--- src/rtl/ptw_pkg.sv ---
package ptw_pkg;
  localparam int ADDR_W   = 32;
  localparam int OFF_W    = 12;
  localparam int IDX_W    = 10;
  localparam int FRAME_W  = ADDR_W - OFF_W;
  localparam int WORD_LG  = 2;
  localparam int ENT_W    = 32;

  localparam int B_PRES  = 11;
  localparam int B_RD    = 10;
  localparam int B_WR    = 9;
  localparam int B_EX    = 8;
  localparam int B_DIRTY = 7;

  typedef enum logic [1:0] {ACC_READ = 2'd0, ACC_WRITE = 2'd1, ACC_EXEC = 2'd2, ACC_RSVD = 2'd3} acc_e;
  typedef enum logic [1:0] {ST_IDLE, ST_DIR, ST_LEAF, ST_MARK} walk_st_e;

  typedef struct packed {
    logic present;
    logic perm_ok;
    logic mark_dirty;
  } ent_chk_t;
endpackage

--- src/rtl/ptw_base_reg.sv ---
module ptw_base_reg
  import ptw_pkg::*;
(
  input  logic              clk,
  input  logic              rst,
  input  logic              ld,
  input  logic [ADDR_W-1:0] ld_val,
  output logic [ADDR_W-1:0] base_eff
);
  logic [ADDR_W-1:0] base_q;

  always_ff @(posedge clk) begin
    if (rst)     base_q <= '0;
    else if (ld) base_q <= ld_val;
  end

  // forward a same-cycle reload to the request being accepted
  assign base_eff = ld ? ld_val : base_q;
endmodule

--- src/rtl/ptw_entry_check.sv ---
module ptw_entry_check
  import ptw_pkg::*;
(
  input  logic [ENT_W-1:0] entry,
  input  acc_e             acc,
  output ent_chk_t         chk,
  output logic [ENT_W-1:0] marked
);
  logic allow;

  always_comb begin
    unique case (acc)
      ACC_WRITE: allow = entry[B_WR];
      ACC_EXEC:  allow = entry[B_EX];
      default:   allow = entry[B_RD];
    endcase
  end

  assign chk.present    = entry[B_PRES];
  assign chk.perm_ok    = allow;
  assign chk.mark_dirty = (acc == ACC_WRITE) && !entry[B_DIRTY];
  assign marked         = entry | (ENT_W'(1) << B_DIRTY);
endmodule

--- src/rtl/ptw_fsm.sv ---
module ptw_fsm
  import ptw_pkg::*;
(
  input  logic              clk,
  input  logic              rst,
  input  logic [ADDR_W-1:0] base_eff,
  input  logic              req_valid,
  output logic              req_ready,
  input  logic [ADDR_W-1:0] req_vaddr,
  input  acc_e              req_acc,
  output acc_e              acc_q,
  input  ent_chk_t          chk,
  input  logic [ENT_W-1:0]  marked,
  output logic              rsp_valid,
  output logic [ADDR_W-1:0] rsp_paddr,
  output logic              rsp_fault,
  output logic              rsp_prot,
  output logic              mem_req,
  output logic              mem_we,
  output logic [ADDR_W-1:0] mem_addr,
  output logic [ENT_W-1:0]  mem_wdata,
  input  logic              mem_rvalid,
  input  logic [ENT_W-1:0]  mem_rdata
);
  localparam int LOW_W = IDX_W + OFF_W;

  walk_st_e           st;
  logic [LOW_W-1:0]   va_q;
  logic [FRAME_W-1:0] frame_q;

  assign req_ready = (st == ST_IDLE);

  always_ff @(posedge clk) begin
    if (rst) begin
      st        <= ST_IDLE;
      va_q      <= '0;
      acc_q     <= ACC_READ;
      frame_q   <= '0;
      rsp_valid <= 1'b0;
      rsp_paddr <= '0;
      rsp_fault <= 1'b0;
      rsp_prot  <= 1'b0;
      mem_req   <= 1'b0;
      mem_we    <= 1'b0;
      mem_addr  <= '0;
      mem_wdata <= '0;
    end else begin
      rsp_valid <= 1'b0;
      unique case (st)
        ST_IDLE: begin
          if (req_valid) begin
            va_q     <= req_vaddr[LOW_W-1:0];
            acc_q    <= req_acc;
            mem_req  <= 1'b1;
            mem_we   <= 1'b0;
            mem_addr <= base_eff + {20'd0, req_vaddr[ADDR_W-1:LOW_W], 2'b00};
            st       <= ST_DIR;
          end
        end
        ST_DIR: begin
          if (mem_rvalid) begin
            if (!chk.present) begin
              mem_req   <= 1'b0;
              rsp_valid <= 1'b1;
              rsp_fault <= 1'b1;
              rsp_prot  <= 1'b0;
              rsp_paddr <= '0;
              st        <= ST_IDLE;
            end else begin
              mem_addr <= {mem_rdata[ENT_W-1:OFF_W], va_q[LOW_W-1:OFF_W], 2'b00};
              st       <= ST_LEAF;
            end
          end
        end
        ST_LEAF: begin
          if (mem_rvalid) begin
            if (!chk.present || !chk.perm_ok) begin
              mem_req   <= 1'b0;
              rsp_valid <= 1'b1;
              rsp_fault <= !chk.present;
              rsp_prot  <= chk.present;
              rsp_paddr <= '0;
              st        <= ST_IDLE;
            end else if (chk.mark_dirty) begin
              mem_we    <= 1'b1;
              mem_wdata <= marked;
              frame_q   <= mem_rdata[ENT_W-1:OFF_W];
              st        <= ST_MARK;
            end else begin
              mem_req   <= 1'b0;
              rsp_valid <= 1'b1;
              rsp_fault <= 1'b0;
              rsp_prot  <= 1'b0;
              rsp_paddr <= {mem_rdata[ENT_W-1:OFF_W], va_q[OFF_W-1:0]};
              st        <= ST_IDLE;
            end
          end
        end
        ST_MARK: begin
          if (mem_rvalid) begin
            mem_req   <= 1'b0;
            mem_we    <= 1'b0;
            rsp_valid <= 1'b1;
            rsp_fault <= 1'b0;
            rsp_prot  <= 1'b0;
            rsp_paddr <= {frame_q, va_q[OFF_W-1:0]};
            st        <= ST_IDLE;
          end
        end
        default: st <= ST_IDLE;
      endcase
    end
  end

  // an outstanding access keeps its address and kind until completion
  a_r3_hold_access: assert property (@(posedge clk) disable iff (rst)
    (mem_req && !mem_rvalid) |=> (mem_req && $stable(mem_addr) && $stable(mem_we) && $stable(mem_wdata)));

  // response is a single-cycle pulse and never coincides with a busy walker
  a_r8_rsp_pulse: assert property (@(posedge clk) disable iff (rst)
    rsp_valid |=> !rsp_valid);
  a_r8_no_rsp_busy: assert property (@(posedge clk) disable iff (rst)
    rsp_valid |-> !mem_req);

  // the two failure flags never appear together
  a_r4_flags_excl: assert property (@(posedge clk) disable iff (rst)
    rsp_valid |-> !(rsp_fault && rsp_prot));

  // failed walks return no address
  a_r5_fail_no_addr: assert property (@(posedge clk) disable iff (rst)
    (rsp_valid && (rsp_fault || rsp_prot)) |-> (rsp_paddr == '0));

  // a write access only follows a permitted leaf read
  a_r6_write_after_leaf: assert property (@(posedge clk) disable iff (rst)
    $rose(mem_we) |-> ($past(mem_rvalid) && mem_req));
endmodule

--- src/rtl/pt_walker.sv ---
module pt_walker
  import ptw_pkg::*;
(
  input  logic        clk,
  input  logic        rst,
  input  logic        ctx_load,
  input  logic [31:0] ctx_base,
  input  logic        req_valid,
  output logic        req_ready,
  input  logic [31:0] req_vaddr,
  input  logic [1:0]  req_acc,
  output logic        rsp_valid,
  output logic [31:0] rsp_paddr,
  output logic        rsp_fault,
  output logic        rsp_prot,
  output logic        mem_req,
  output logic        mem_we,
  output logic [31:0] mem_addr,
  output logic [31:0] mem_wdata,
  input  logic        mem_rvalid,
  input  logic [31:0] mem_rdata
);
  logic [ADDR_W-1:0] base_eff;
  acc_e              acc_q;
  ent_chk_t          chk;
  logic [ENT_W-1:0]  marked;

  ptw_base_reg u_base (
    .clk      (clk),
    .rst      (rst),
    .ld       (ctx_load),
    .ld_val   (ctx_base),
    .base_eff (base_eff)
  );

  ptw_entry_check u_chk (
    .entry  (mem_rdata),
    .acc    (acc_q),
    .chk    (chk),
    .marked (marked)
  );

  ptw_fsm u_fsm (
    .clk        (clk),
    .rst        (rst),
    .base_eff   (base_eff),
    .req_valid  (req_valid),
    .req_ready  (req_ready),
    .req_vaddr  (req_vaddr),
    .req_acc    (acc_e'(req_acc)),
    .acc_q      (acc_q),
    .chk        (chk),
    .marked     (marked),
    .rsp_valid  (rsp_valid),
    .rsp_paddr  (rsp_paddr),
    .rsp_fault  (rsp_fault),
    .rsp_prot   (rsp_prot),
    .mem_req    (mem_req),
    .mem_we     (mem_we),
    .mem_addr   (mem_addr),
    .mem_wdata  (mem_wdata),
    .mem_rvalid (mem_rvalid),
    .mem_rdata  (mem_rdata)
  );
endmodule

--- config.mk ---
export PLATFORM = sky130hd
export DESIGN_NAME = pt_walker
export DESIGN_NICKNAME = d
export VERILOG_FILES = /design/src/rtl/ptw_pkg.sv /design/src/rtl/ptw_base_reg.sv /design/src/rtl/ptw_entry_check.sv /design/src/rtl/ptw_fsm.sv /design/src/rtl/pt_walker.sv
export SDC_FILE = /design/constraint.sdc
export NUM_CORES = 1
export LEC_CHECK = 0
export BUFFER_PORTS_ARGS = -buffer_cell sky130_fd_sc_hd__buf_2
export CELL_PAD_IN_SITES_DETAIL_PLACEMENT = 0
export CELL_PAD_IN_SITES_GLOBAL_PLACEMENT = 1
export CORE_MARGIN = 5
export CORE_UTILIZATION = 25
export CTS_CLUSTER_SIZE = 25
export DETAILED_ROUTE_END_ITERATION = 10
export PLACE_DENSITY = 0.57
export SYNTH_ARGS = -nofsm -noshare
export SYNTH_HDL_FRONTEND = slang
export SYNTH_SLANG_ARGS = --single-unit
--- constraint.sdc ---
create_clock -name clk -period 11.05 [get_ports clk]
set_input_delay 1.6575 -clock clk [delete_from_list [all_inputs] [get_ports clk]]
set_output_delay 1.6575 -clock clk [all_outputs]
set_load 0.1 [all_outputs]
# Yosys cells after proc, flatten, opt, wreduce, memory -nomap -nowiden
# Index checks and enable logic that the tools add are counted.
totals:
  reg_bits: 179
  inputBits: 103
  output_inout_bits: 102
  word_cells: 94
op_classes:
  n_addsub: 1
  eq_ne: 14
  n_mux: 49
  bitwise_logic: 1
  n_reduce_logical: 16
ops:
  columns: ["cell", "n"]
  rows:
  - ["$mux W32", 10]
  - ["$pmux W32 S3", 1]
  - ["$pmux W32 S2", 1]
  - ["$add A32 B12 Y32", 1]
  - ["$mux W1", 23]
  - ["$reduce_and A6 Y1", 3]
  - ["$ne A2 B2 Y1 const B", 8]
  - ["$mux W2", 7]
  - ["$pmux W1 S3", 4]
  - ["$reduce_and A4 Y1", 3]
  - ["$pmux W2 S4", 1]
  - ["$eq A2 B2 Y1 const B", 3]
  - ["$reduce_bool A3 Y1", 2]
  - ["$eq A2 B1 Y1 const B", 2]
  - ["$pmux W1 S4", 1]
  - ["$logic_not A1 Y1", 3]
  - ["$ne A3 B2 Y1 const B", 1]
  - ["$logic_not A2 Y1", 1]
  - ["$pmux W1 S2", 1]
  - ["$reduce_and A2 Y1", 1]
  - ["$reduce_bool A2 Y1", 1]
  - ["$logic_and A1 B1 Y1", 1]
  - ["$logic_or A1 B1 Y1", 1]
  - ["$not A1 Y1", 1]

# Depth between registers and ports, before layout
# Gate-level depths: netlist of the first run.
depth:
  word_depth: 7
  ltp_mapped: 14
  mapped_depth_nobuf: 9

# Hierarchy
# Synthesis of the first run repeated with hierarchy kept, for this count alone.
unflattened:
  hier_cells: 982
  hier_area_um2: 8232.9
modules_own_cells:
  columns: ["mod", "instances", "cells_each", "area_each_um2", "seq_area_each_um2"]
  rows:
  - ["ptw_fsm", 1, 836, 6548.8, 2942.8]
  - ["ptw_base_reg", 1, 103, 1370.1, 640.6]
  - ["ptw_entry_check", 1, 43, 314.1, 0.0]

# Worst setup path before layout of the first run
# OpenSTA, ideal clock, no wires.
synth_path:
  kind: "input -> register"
  from: "input ctx_load"
  to: "register u_fsm.mem_addr[22]"
  setup_time_ns: 0.086
  arrival_time_ns: 4.589
  required_ns: 10.964
  setup_slack_ns: 6.375
  cell_stages: 14
  path_buffers: 5
  cell_sequence: "buf_6 > buf_6 > buf_4 > buf_2 > mux2_2 > ha_1 > fa_1 > a21o_1 > a221o_1 > a31oi_4 > buf_4 > nor2_1 > xor2_1 > a211oi_1"
synth_between:
  elab_chain_cells: 4
synth_rtl:
  columns: ["element", "line", "text"]
  rows:
  - ["start, declared", "pt_walker.sv:6", "input logic ctx_load,"]
  - ["$mux W32", "ptw_base_reg.sv:18", "assign base_eff = ld ? ld_val : base_q;"]
  - ["net base_eff[2]", "pt_walker.sv:23", "logic [ADDR_W-1:0] base_eff;"]
  - ["$add A32 B12 Y32", "ptw_fsm.sv:56", "mem_addr <= base_eff + {20'd0, req_vaddr[ADDR_W-1:LOW_W], 2'b00};"]
  - ["$mux W32", "ptw_fsm.sv:51", "if (req_valid) begin"]
  - ["$pmux W32 S2", "ptw_fsm.sv:49", "unique case (st)"]
  - ["end signal, assigned", "ptw_fsm.sv:56", null]
  - ["end signal, assigned", "ptw_fsm.sv:70", "mem_addr <= {mem_rdata[ENT_W-1:OFF_W], va_q[LOW_W-1:OFF_W], 2'b00};"]
  - ["end, declared", "ptw_fsm.sv:20", "output logic [ADDR_W-1:0] mem_addr,"]
# The timed path passes the listed nets, and every way through them passes these cells. The select of a mux whose other input is x is not followed.
# A chain may end at the register's enable or synchronous reset.

# Final worst setup path of the first run
layout_path:
  from: "input ctx_load"
  to: "register u_fsm.mem_addr[16]"
# Same word-level chain as after synthesis.

==> flow_metrics.env, run 1 <==
export IMPL_rsz0062_at_grt="no"
export IMPL_finClkSkew_ns=0.0123
export IMPL_hold_viol=0
export IMPL_grt_overflow_total=0
export IMPL_crit_path_start_kind="input port"
export IMPL_yosys_warnings=0
export IMPL_grt_max_degree=69
export IMPL_synth_top_cell_by_area="dfxtp_1"
export IMPL_drive_gt1_share_pct=26.0
export IMPL_synthFlopType="dfxtp_1"
export IMPL_finalSetupTns_ns=0
export IMPL_worst_pin_slew_ns=1.04
export IMPL_final_instance_count_excl_fill=1393
export IMPL_grt_use_total_pct=15.5
export IMPL_p_per_area_nw_per_um2=207
export IMPL_crit_path_end_kind="flop"
export IMPL_crit_buf_inv=2
export IMPL_holdBufCountCts=0
export IMPL_worst_skew_pair_late_latency_ns=0.42
export IMPL_relSlewSlack_pct=30.5
export IMPL_fmax_mhz=216
export IMPL_post_cts_buffers=0
export IMPL_p_sw_share_pct=39.5
export IMPL_core_area_um2=27900
export IMPL_syn_area_um2=7090
export IMPL_dieArea_um2=31800
export IMPL_setup_viol=0
export IMPL_clkTransAtPathRegs_ns=0.06
export IMPL_synthTopCellsByArea="dfxtp_1 45%, nand2_1 7.0%, a21oi_1 6.6%, nor2_1 4.1%, mux2i_1 3.2%"
export IMPL_vias_per_cell=4.70
export IMPL_final_nets=1123
export IMPL_htree_levels=4
export IMPL_crit_path_top_delay_cell="buf_4"
export IMPL_ios=205
export IMPL_drt_iter0_markers=387
export IMPL_fp_dieW_um=178
export IMPL_fillers=3067
export IMPL_avgRoutedWirePerCell_um=18.0
export IMPL_switchingPower_uw=736
export IMPL_drt_wl_total_um=25100
export IMPL_final_antenna_net_count=0
export IMPL_synth_top_area_share_pct=44.9
export IMPL_cts_buffers=17
export IMPL_dpl_hpwl_um=17700
export IMPL_hp_class="flop to flop"
export IMPL_r2r_start="u_fsm.st[1]"
export IMPL_grt_pass1_wl_um=38200
export IMPL_gp_congestion=0.768
export IMPL_yosysMostFrequentCell="dfxtp_1"
export IMPL_syn_inst=832
export IMPL_power_frac_comb_pct=31.6
export IMPL_vias=6550
export IMPL_start_util_pct=25.5
export IMPL_cts_sinks=159
export IMPL_drc=0
export IMPL_status="completed"
export IMPL_synth_cell_types=55
export IMPL_antenna_found_initial=1
export IMPL_drtPass1Iterations=5
export IMPL_pwr_share_clk_pct=33.4
export IMPL_critical_path_top_delay_family="compound AO/OA/AOI/OAI gates"
export IMPL_power_total_uw=1860
export IMPL_reg2reg_slack_ns=8.06
export IMPL_synth_common_cells="159 x dfxtp_1, 132 x nand2_1, 93 x a21oi_1"
export IMPL_clockBufferDepth=2
export IMPL_arrival_ns=4.95
export IMPL_whs_ns=0.449
export IMPL_slew_viol_final=0
export IMPL_maxCapViolCount=0
export IMPL_ys_seq_area_share_pct=44.9
export IMPL_design_area_um2=9010
export IMPL_intPower_uw=1130
export IMPL_die_h_um=178
export IMPL_clock_root_buffer="clkbuf_16"
export IMPL_p_leak_uw=0.00381
export IMPL_slowest_delay_ns=0.55
export IMPL_synth_edf_count=0
export IMPL_period_share_pct=41.8
export IMPL_synth_avg_cell_area_um2=8.52
export IMPL_placed_cells=1362
export IMPL_crit_type="input port to flop"
export IMPL_syn_nets=952
export IMPL_finalCriticalPeriod_ns=4.62
export IMPL_min_delay_start="u_fsm.rsp_prot"
export IMPL_synthArstFlopShare_pct=0
export IMPL_crit_path_start="ctx_load"
export IMPL_path_cells="buf_2, buf_4, mux2_2, ha_1, fa_1, a21o_1, a221o_1, a31oi_4, nor3_1, xor2_1, a211oi_1"
export IMPL_fp_row_count=61
export IMPL_grt_pass1_vias=6537
export IMPL_critPathRequiredTime_ns=11.38
export IMPL_pwr_share_seq_pct=35.0
export IMPL_cp_max_fo=54
export IMPL_ir_drop_uv=83.3
export IMPL_area_delta_synth_final_pct=27.1
export IMPL_cts_resized=0
export IMPL_cts_tree="yes"
export IMPL_dpl_cell_area_um2=8410
export IMPL_port_buffers=204
export IMPL_synth_seq_cells=159
[layer usage]
layer  track usage [%]  wire length, um
met1              21.4            12100
met3              3.84             1510
met4              3.45              145
met5                 0                0
met2              24.4            11300
[cell families (layout without fill, tap and decap cells)]
family | Yosys count | in the layout | synth area share, %
compound gates | 210 | 210 | 19.0
xor+xnor | 25 | 25 | 3.09
fa+ha+maj | 17 | 17 | 3.11
buf+inv | 71 | 253 | 4.36
flops | 159 | 159 | 44.9
mux | 34 | 34 | 4.99
other cells | 0 | 1 | 0
simple gates | 316 | 316 | 20.6
[stage by stage]
step | setup WS [ns] | util (%)
global placement | 6.04 | 30.2
CTS | 6.44 | 32.3
finish | 6.43 | 32.3
global route | 6.21 | 32.3
detailed placement | 6.00 | 30.2
floorplan | 6.38 | -
[area by class of cell]
cell class	instances	area [um^2]	area share, %
Tap cell	378	473	5.25
Multi-Input combinational cell	602	3620	40.1
Clock inverter	10	165	1.83
Inverter	9	33.8	0.375
Clock buffer	20	437	4.85
Timing Repair Buffer	214	1100	12.2
Sequential cell	159	3180	35.3
Antenna cell	1	2.50	0.0278
[worst register-to-register path, stage by stage, from the launching register on]
cell and delay [ns]:
dfxtp_1 0.34, inv_1 0.09, ha_2 0.81, nand3_1 0.30
a21o_1 0.62, a21oi_1 0.36, o21ai_0 0.17, o21ai_0 0.13
nor2_1 0.06
[cells in the final DEF (no fill, tap or decap), types with 2 or more instances in the layout]
cell,synthesis,final
o21ai_0,23,23
clkinvlp_4,0,3
o21bai_1,2,2
nand2b_1,4,4
nand3b_1,10,10
o41ai_1,2,2
nand3_1,8,8
nor4_1,2,2
nand4_1,7,7
buf_2,13,203
nand2_1,132,132
nand4b_1,4,4
nor2b_1,15,15
inv_1,9,9
a211oi_1,16,16
bufinv_16,0,4
o22ai_1,13,13
mux2_2,11,11
and2_1,2,2
a31oi_1,5,5
or3_1,3,3
clkbuf_16,0,17
and3_1,15,15
buf_4,3,11
a2111oi_0,2,2
a21oi_1,93,92
mux2i_1,23,23
xnor2_1,7,7
nor3_1,31,30
a32o_1,2,2
ha_1,16,15
xor2_1,18,18
a22oi_1,13,13
nor2_1,78,78
a221oi_1,20,20
clkinv_4,0,2
o211ai_1,2,2
dfxtp_1,159,159
a21o_1,6,6
clkbuf_1,42,3
[flip-flops by register name (all words and copies together) (netlist names)]
signal / flops
u_base.base_q: 32
u_fsm.mem_addr: 32
u_fsm.rsp_paddr: 32
u_fsm.va_q: 22
u_fsm.frame_q: 19
u_fsm.mem_wdata: 13
u_fsm.acc_q: 2
u_fsm.st: 2
u_fsm.mem_req: 1
u_fsm.mem_we: 1
u_fsm.rsp_fault: 1
u_fsm.rsp_prot: 1
u_fsm.rsp_valid: 1
[power by group through the flow]
stage,sequential (uW),clock (uW),combinational (uW)
CTS,652,643,595
floorplan,919,0,201
finish,652,622,588
global placement,664,0,594
global route,658,670,630
detailed placement,664,0,594
[final timing paths]
kind                         to  cells past startpoint
max          u_fsm.mem_addr[16]                     11
min              u_fsm.rsp_prot                      2
max reg2reg   u_fsm.mem_addr[8]                      8
min reg2reg      u_fsm.rsp_prot                      2
Note: power is estimated with default switching activity, not from simulation.
==> run 2: changes to the inputs <==
Clock period 11.05 ns to 4.69 ns, I/O delays scaled along.
==> run 2 against run 1 <==
Effect of this change: first-iteration DRC count increased by 11%; wire length decreased by 0.46%; sequential share of layout area increased by 0.11 points; combinational power increased by 130%; final area decreased by 0.31%; critical path type unchanged.
==> flow_metrics.env, run 2 (synthesis results as in run 1) <==
export IMPL_r2r_end="u_fsm.mem_addr[16]"
export IMPL_gp_congestion=0.769
export IMPL_cts_sinks=159
export IMPL_rsz0062_at_grt="no"
export IMPL_relSlewSlack_pct=22.4
export IMPL_antenna_cells=0
export IMPL_min_delay_start="u_fsm.mem_wdata[8]"
export IMPL_reg_top3="u_base.base_q: 32 flops, u_fsm.mem_addr: 32 flops, u_fsm.rsp_paddr: 32 flops"
export IMPL_antenna_found_initial=0
export IMPL_cts_buffers=17
export IMPL_port_buffers=204
export IMPL_crit_path_end_kind="flop"
export IMPL_reg2reg_slack_ns=1.82
export IMPL_holdPathStages=2
export IMPL_crit_type="input port to flop"
export IMPL_grt_pass1_wl_um=38400
export IMPL_status="completed"
export IMPL_die_h_um=178
export IMPL_placed_cells=1364
export IMPL_avgRoutedWirePerCell_um=17.9
export IMPL_start_util_pct=25.5
export IMPL_p_per_area_nw_per_um2=477
export IMPL_final_instance_count_excl_fill=1396
export IMPL_r2r_start="u_base.base_q[2]"
export IMPL_area_delta_synth_final_pct=26.7
export IMPL_fmax_mhz=310
export IMPL_arrival_ns=3.56
export IMPL_core_area_um2=27900
export IMPL_hold_viol=0
export IMPL_fp_row_count=61
export IMPL_cp_max_fo=14
export IMPL_worst_skew_pair_late_latency_ns=0.43
export IMPL_whs_ns=0.454
export IMPL_vias=6592
export IMPL_r2r_cells=9
export IMPL_maxCapViolCount=0
export IMPL_grt_use_total_pct=15.5
export IMPL_finClkSkew_ns=0.0137
export IMPL_worst_pin_slew_ns=1.16
export IMPL_clock_root_buffer="clkbuf_16"
export IMPL_grt_overflow_total=0
export IMPL_drtPass1Iterations=5
export IMPL_setup_viol=0
export IMPL_drive_gt1_share_pct=26.6
export IMPL_p_leak_uw=0.00382
export IMPL_clkTransAtPathRegs_ns=0.06
export IMPL_final_common_cell="buf_2"
export IMPL_clockBufferDepth=2
export IMPL_grt_pass1_vias=6502
export IMPL_holdBufCountCts=0
export IMPL_fp_dieW_um=178
export IMPL_grt_max_degree=62
export IMPL_critPathRequiredTime_ns=5.03
export IMPL_htree_levels=4
export IMPL_drt_wl_total_um=24900
export IMPL_hold_end="u_fsm.mem_wdata[8]"
export IMPL_ir_drop_uv=228
export IMPL_hp_class="flop to flop"
export IMPL_crit_path_start_kind="input port"
export IMPL_cts_tree="yes"
export IMPL_final_antenna_net_count=0
export IMPL_final_cell_mix="203 x buf_2, 159 x dfxtp_1, 132 x nand2_1"
export IMPL_finalCriticalPeriod_ns=3.22
export IMPL_dpl_hpwl_um=17900
export IMPL_finalSetupTns_ns=0
export IMPL_final_nets=1125
export IMPL_drt_iter0_markers=430
export IMPL_slew_viol_final=0
export IMPL_dieArea_um2=31800
export IMPL_vias_per_cell=4.72
export IMPL_cts_resized=0
export IMPL_drc=0
export IMPL_post_cts_buffers=0
export IMPL_period_share_pct=68.7
export IMPL_ios=205
==> run 2: through the flow <==
stage | utilization, % | instance area [um^2] | setup slack (ns) | power, uW
global route | 32.2 | 8980 | 1.32 | 4500
finish | 32.2 | 8980 | 1.47 | 4280
detailed placement | 30.2 | 8420 | 1.06 | 2960
CTS | 32.2 | 8980 | 1.47 | 4350
floorplan | - | 7090 | 0.969 | 2640
global placement | 30.2 | 8420 | 1.10 | 2970
==> run 2: layer usage <==
metal	share of wire, %	global-route usage, %	wire [um]
met1	48	21.7	11900
met4	1.0	4.22	257
met5	0	0	0
met3	5.8	3.52	1460
met2	45	24.0	11300
==> run 2: power breakdown <==
group	internal [uW]	switching, uW
Sequential	1470	63.4
Combinational	294	1090
Clock	738	628
Total	2500	1780
==> run 2: final cells by class <==
class,count,area [um^2]
multi-input cells,602,3620
flip-flops and latches,159,3180
well taps,378,473
fillers,3032,18900
repair buffers,216,1110
clock inverters,15,136
inverters,9,33.8
clock buffers,17,425
==> run 2: worst max path at each step <==
stage               cells past startpoint     start                  to  slack (ns)
floorplan                              14  ctx_load  u_fsm.mem_addr[22]        0.97
global placement                       10  ctx_load  u_fsm.mem_addr[16]        1.10
detailed placement                      9  ctx_load  u_fsm.mem_addr[31]        1.06
CTS                                     9  ctx_load  u_fsm.mem_addr[31]        1.47
global route                            9  ctx_load  u_fsm.mem_addr[31]        1.32
finish                                  9  ctx_load  u_fsm.mem_addr[31]        1.47
==> run 2: critical path, cell delays in order <==
cell	delay, ns
buf_2	0.21
buf_4	0.27
mux2_2	0.37
ha_1	0.34
a21o_1	0.19
a21oi_1	0.77
a2111oi_0	0.28
xor2_1	0.20
a211oi_1	0.23
